### src/rtl/mau_pkg.sv
package mau_pkg;

  typedef enum logic [2:0] {
    OP_IDLE    = 3'd0,
    OP_LOAD    = 3'd1,
    OP_LOADINC = 3'd2,
    OP_LIT     = 3'd3,
    OP_STORE   = 3'd4,
    OP_STOREINC= 3'd5,
    OP_GETPTR  = 3'd6,
    OP_SETPTR  = 3'd7
  } memOp_e;

  typedef struct packed {
    logic selPtr;    // pointer drives the bus address
    logic memWrite;  // raise the write strobe
    logic pushMem;   // push the word read from memory
    logic pushPtr;   // push the pointer value
    logic bumpPtr;   // step the pointer after the access
    logic loadPtr;   // load the pointer from top of stack
    logic pcStep;    // skip the inline literal
  } mauStrobe_t;

endpackage

### src/rtl/mau_ctrl.sv
module mau_ctrl
  import mau_pkg::*;
(
  input  logic       clk,
  input  logic       rstN,
  input  logic [2:0] opCode,
  output mauStrobe_t strobe
);

  memOp_e op;
  assign op = memOp_e'(opCode);

  always_comb begin
    strobe = '0;
    unique case (op)
      OP_LOAD:     begin strobe.selPtr = 1'b1; strobe.pushMem = 1'b1; end
      OP_LOADINC:  begin strobe.selPtr = 1'b1; strobe.pushMem = 1'b1; strobe.bumpPtr = 1'b1; end
      OP_LIT:      begin strobe.pushMem = 1'b1; strobe.pcStep = 1'b1; end
      OP_STORE:    begin strobe.selPtr = 1'b1; strobe.memWrite = 1'b1; end
      OP_STOREINC: begin strobe.selPtr = 1'b1; strobe.memWrite = 1'b1; strobe.bumpPtr = 1'b1; end
      OP_GETPTR:   strobe.pushPtr = 1'b1;
      OP_SETPTR:   strobe.loadPtr = 1'b1;
      default:     strobe = '0;
    endcase
  end

  // at most one of write, memory push, pointer push, pointer load per cycle
  assert_one_action_R8: assert property (@(posedge clk) disable iff (!rstN)
    $onehot0({strobe.memWrite, strobe.pushMem, strobe.pushPtr, strobe.loadPtr}));

  // a write always goes through the pointer
  assert_write_via_ptr_R6: assert property (@(posedge clk) disable iff (!rstN)
    strobe.memWrite |-> strobe.selPtr);

  // the PC-advance flag only with a memory push addressed by the PC
  assert_pcstep_lit_R5: assert property (@(posedge clk) disable iff (!rstN)
    strobe.pcStep |-> (strobe.pushMem && !strobe.selPtr));

endmodule

### src/rtl/mau_datapath.sv
module mau_datapath
  import mau_pkg::*;
#(
  parameter int ADDR_W = 32,
  parameter int DATA_W = 32
) (
  input  logic              clk,
  input  logic              rstN,
  input  mauStrobe_t        strobe,
  input  logic [DATA_W-1:0] tVal,
  input  logic [ADDR_W-1:0] pcVal,
  input  logic [DATA_W-1:0] memRdata,
  output logic [ADDR_W-1:0] memAddr,
  output logic [DATA_W-1:0] memWdata,
  output logic              memWe,
  output logic              pushEn,
  output logic [DATA_W-1:0] pushData,
  output logic              pcAdvance
);

  localparam logic [ADDR_W-1:0] PTR_ONE = ADDR_W'(1);

  logic [ADDR_W-1:0] xReg;
  logic [DATA_W-1:0] xWide;
  logic [ADDR_W-1:0] tNarrow;

  generate
    if (DATA_W > ADDR_W) begin : g_extend
      assign xWide   = {{(DATA_W-ADDR_W){1'b0}}, xReg};
      assign tNarrow = tVal[ADDR_W-1:0];
    end else begin : g_same
      assign xWide   = xReg[DATA_W-1:0];
      assign tNarrow = tVal[ADDR_W-1:0];
    end
  endgenerate

  always_ff @(posedge clk) begin
    if (!rstN)                xReg <= '0;
    else if (strobe.loadPtr)  xReg <= tNarrow;
    else if (strobe.bumpPtr)  xReg <= xReg + PTR_ONE;
  end

  assign memAddr   = strobe.selPtr ? xReg : pcVal;
  assign memWdata  = tVal;
  assign memWe     = strobe.memWrite;
  assign pushEn    = strobe.pushMem | strobe.pushPtr;
  assign pushData  = strobe.pushPtr ? xWide : memRdata;
  assign pcAdvance = strobe.pcStep;

  // the pointer steps by exactly one after a stepped access
  assert_ptr_step_R4: assert property (@(posedge clk) disable iff (!rstN)
    (strobe.bumpPtr && !strobe.loadPtr) |=> xReg == $past(xReg) + PTR_ONE);

  // set-pointer captures top of stack
  assert_ptr_load_R9: assert property (@(posedge clk) disable iff (!rstN)
    strobe.loadPtr |=> xReg == $past(tNarrow));

  // the pointer holds when neither stepped nor loaded
  assert_ptr_hold_R3: assert property (@(posedge clk) disable iff (!rstN)
    !(strobe.bumpPtr || strobe.loadPtr) |=> $stable(xReg));

  // without a pointer access the bus carries the program counter
  assert_pc_on_bus_R2: assert property (@(posedge clk) disable iff (!rstN)
    !strobe.selPtr |-> memAddr == pcVal);

endmodule

### src/rtl/mem_addr_unit.sv
module mem_addr_unit
  import mau_pkg::*;
#(
  parameter int ADDR_W = 32,
  parameter int DATA_W = 32
) (
  input  logic              clk,
  input  logic              rstN,
  input  logic [2:0]        opCode,
  input  logic [DATA_W-1:0] tVal,
  input  logic [ADDR_W-1:0] pcVal,
  input  logic [DATA_W-1:0] memRdata,
  output logic [ADDR_W-1:0] memAddr,
  output logic [DATA_W-1:0] memWdata,
  output logic              memWe,
  output logic              pushEn,
  output logic [DATA_W-1:0] pushData,
  output logic              pcAdvance
);

  mauStrobe_t strobe;

  mau_ctrl u_ctrl (
    .clk    (clk),
    .rstN   (rstN),
    .opCode (opCode),
    .strobe (strobe)
  );

  mau_datapath #(.ADDR_W(ADDR_W), .DATA_W(DATA_W)) u_dp (
    .clk       (clk),
    .rstN      (rstN),
    .strobe    (strobe),
    .tVal      (tVal),
    .pcVal     (pcVal),
    .memRdata  (memRdata),
    .memAddr   (memAddr),
    .memWdata  (memWdata),
    .memWe     (memWe),
    .pushEn    (pushEn),
    .pushData  (pushData),
    .pcAdvance (pcAdvance)
  );

endmodule

### config.mk
export PLATFORM = sky130hd
export DESIGN_NAME = mem_addr_unit
export DESIGN_NICKNAME = d
export VERILOG_FILES = /design/src/rtl/mau_pkg.sv /design/src/rtl/mau_ctrl.sv /design/src/rtl/mau_datapath.sv /design/src/rtl/mem_addr_unit.sv
export SDC_FILE = /design/constraint.sdc
export NUM_CORES = 1
export LEC_CHECK = 0
export ABC_AREA = 1
export CAP_MARGIN = 20
export CORE_MARGIN = 2
export CORE_UTILIZATION = 45
export CTS_BUF_LIST = sky130_fd_sc_hd__clkbuf_16
export DETAILED_ROUTE_END_ITERATION = 16
export DONT_BUFFER_PORTS = 1
export SYNTH_ARGS = -nofsm -noshare
export SYNTH_HDL_FRONTEND = slang
export SYNTH_HIERARCHICAL = 1
export SYNTH_SLANG_ARGS = --single-unit
export TNS_END_PERCENT = 1
### constraint.sdc
create_clock -name clk -period 3.4 [get_ports clk]
set_clock_uncertainty 0.05 [all_clocks]
set_input_delay 0.34 -clock clk [delete_from_list [all_inputs] [get_ports clk]]
set_output_delay 0.34 -clock clk [all_outputs]
set_load 0.05 [all_outputs]
==> summary.txt <==
Power
  • Internal power: 0.782 mW
  • Comb power frac: 37.7%
  • Sw frac: 41.2%
  • Sw power: 0.548 mW
  • Pwr/cell area: 379 nW/um2
  • Max IR drop VDD: 0.000233 V
  • LEAKAGE: 1.44 nW
  • Seq pwr share: 31.2%
  • Power share of the clock group: 31.1%

Global route
  • Largest net degree at the start of global routing: 58
  • Vias in the first global route: 2953
  • GR met2 Demand/Resource: 40.2%
  • First-pass GRT wire length: 14.7 mm
  • Met1 Track Usage GR: 31.5%
  • GRT overflow: 0
  • GRT Util Overall: 23.8%
  • Met3 Resource Use GR: 4.38%
  • Initial antenna violation count: 0
  • Most Crowded Layer GR: met2

Timing
  • Final slew viol count: 0
  • RSZ-0062 raised after global routing: false
  • Final worst slack: 1.14 ns
  • Worst-Margin Slew: 1.04 ns
  • FMAX: 0.443 GHz
  • # setup viols final: 0
  • Hold Fails Final Rpt: 0
  • Setup_tns: 0 ns
  • Final period util: 66.4%
  • Fin crit period: 2.26 ns
  • Relative slew slack: 30.7%

Clock tree
  • Clk slew on worst S/H paths: 0.05 ns
  • Postcts setup bufs: 0
  • CTS tree: yes
  • CTS root buf: clkbuf_16
  • Skew-Pair Late Insertion Delay: 0.27 ns
  • CTS buffer count: 5
  • Post_cts resized: 0
  • Hold Buf Count CTS: 0
  • Clk sinks: 32
  • H-tree Lvls: 2
  • Clk buf depth: 2

Yosys
  • Synth Cell Area: 3200 um2
  • Top-count cell post-synth: nand2_1
  • Post-synthesis sequential area ratio: 20.0%
  • Register bit total from synthesis: 32
  • Post-synth ARST share: 0%
  • Avg Inst Size Synth: 6.00 um2
  • Top cells by area, synth: dfxtp_1, nand2_1, buf_4
  • Top cell type's share of synthesized area: 20.0%
  • Yosys Warn Count: 6
  • Cells after synthesis: 533
  • Ys flop type: dfxtp_1
  • Synth cell count leaders: nand2_1, nor2_1, a21oi_1
  • Post-synth EDFFs: 0
  • Unique masters post-synth: 29
  • Syn Nets: 635
  • Area leader, netlist: dfxtp_1

Route
  • Post-route DRC: 0
  • DR iter-0 viols: 162
  • Via count: 3423
  • Post-DRT Antenna Nets: 0
  • Routed length per instance: 15.3 um
  • DRT Wirelength: 9.69 mm
  • Pre-antenna DRT Iters: 5
  • Vias per cell: 5.40

Floorplan
  • Die Area: 7800 um2
  • Row Count: 30
  • Chip Width: 88.3 um
  • Initial core utilization: 46.8%
  • Placeable Area: 6830 um2
  • IO Count: 200
  • Die span in y: 88.3 um

Cells and area
  • Largest regs: u_dp/xReg: 32 flops
  • Finished Layout Cells: 634
  • Nets: 639
  • Largest register FFs: 32
  • Fraction of layout cells with a size suffix above 1: 19.5%
  • Area growth from synthesis to final layout: 9.74%
  • Most flop-heavy register: u_dp/xReg
  • ANT cells: 0

Setup path
  • Buf/Inv on CP: 1
  • R2r worst-path depth: 9
  • Critical Path End: memAddr[9]
  • CP Class: input port to output pin
  • Slowest cell on crit path: nand2_2
  • Crit path launch: opCode[1]
  • Critical Path Start Type: input port
  • Worst path top cell family by delay: simple AND/OR/NAND/NOR gates
  • CP arrival: 1.87 ns
  • R2r startpoint: u_dp/xReg[1]$_SDFFE_PN0P_
  • RR Endpoint: u_dp/xReg[20]$_SDFFE_PN0P_
  • Crit-path max cell delay: 0.77 ns
  • Crit-path cells: inv_2 -> o21ai_0 -> nand2_2 -> mux2_2
  • Crit Path Max Fanout: 57
  • Levels on crit path: 4
  • Worst R2R Setup Slack: 1.74 ns
  • Setup crit end kind: output pin
  • Worst Path Required: 3.01 ns

Job
  • Max_cap viols: 0

Place
  • Setup slack at placement: 1.13 ns
  • Port bufs: 0
  • DP HPWL: 7.41 mm
  • GPL Wtd Cong: 0.917
  • Placed insts: 626

Status
  • Status: complete, no violations

Hold path
  • Hold WC Path Type: input port to register
  • Hold Crit Depth: 2
-- per-layer routing --
| metal | up-vias | share of wire (%) | wire (um) |
|---|---|---|---|
| li1 | 1715 | - | - |
| met1 | 1561 | 44 | 4300 |
| met2 | 140 | 47 | 4560 |
| met3 | 7 | 7.7 | 743 |
| met4 | 0 | 0.98 | 95 |
| met5 | - | 0 | 0 |
-- power by group through the flow --
stage / Sequential, mW / Clock (mW) / Combinational (mW)
finish: 0.415 / 0.414 / 0.501
detailed placement: 0.421 / 0 / 0.503
global route: 0.417 / 0.438 / 0.530
CTS: 0.414 / 0.424 / 0.504
global placement: 0.421 / 0 / 0.497
floorplan: 0.415 / 0 / 0.495
-- layout by cell type (no fill, tap or decap), types with 3 or more instances in the layout --
master     count
nand2_1      138
clkbuf_16      5
inv_2          6
nor2_1        56
inv_1         40
nand2_2       10
a21oi_1       51
o21ai_1       25
o21ai_0       12
nor2_4        11
a21oi_2        3
dfxtp_1       32
buf_4         53
nand3_1       38
mux2_2         7
clkinv_1       3
xor2_1         8
a31oi_1        3
a22oi_1       23
nor2_2         4
-- through the flow --
step                      area, um2  utilization (%)  hold WS, ns  power, mW
final                          3510             51.4        0.125       1.33
after global routing           3510             51.4        0.134       1.38
after CTS                      3510             51.4        0.116       1.34
after detailed placement       3370             49.4        0.401      0.924
after global placement         3370             49.4        0.396      0.919
after floorplan                3200                -        0.388      0.910
-- worst min-delay path by stage --
| stage | to | from | slack [ns] |
|---|---|---|---|
| after global placement | u_dp/xReg[1]$_SDFFE_PN0P_ | rstN | 0.40 |
| after global routing | u_dp/xReg[1]$_SDFFE_PN0P_ | rstN | 0.13 |
| final | u_dp/xReg[1]$_SDFFE_PN0P_ | rstN | 0.12 |
| after detailed placement | u_dp/xReg[1]$_SDFFE_PN0P_ | rstN | 0.40 |
| after floorplan | u_dp/xReg[1]$_SDFFE_PN0P_ | rstN | 0.39 |
| after CTS | u_dp/xReg[1]$_SDFFE_PN0P_ | rstN | 0.12 |
-- kinds of logic (layout without fill, tap and decap cells) --
logic type / Yosys count / count (layout) / share of synthesized area [%]
adder cells (fa/ha/maj): 1 / 1 / 0.391
AO/OA/AOI/OAI: 118 / 118 / 20.8
buffers and inverters: 102 / 107 / 16.3
XOR/XNOR: 10 / 10 / 2.74
AND/OR/NAND/NOR: 263 / 263 / 37.3
multiplexers: 7 / 7 / 2.46
flip-flops: 32 / 32 / 20.0
-- final cells by class --
class	count	area (um2)
clock buffers	5	125
clock inverters	3	11.3
fillers	746	3320
inverters	46	173
multi-input cells	399	2040
flip-flops and latches	32	641
well taps	96	120
repair buffers	53	398
(Power assumes the default switching activity.)
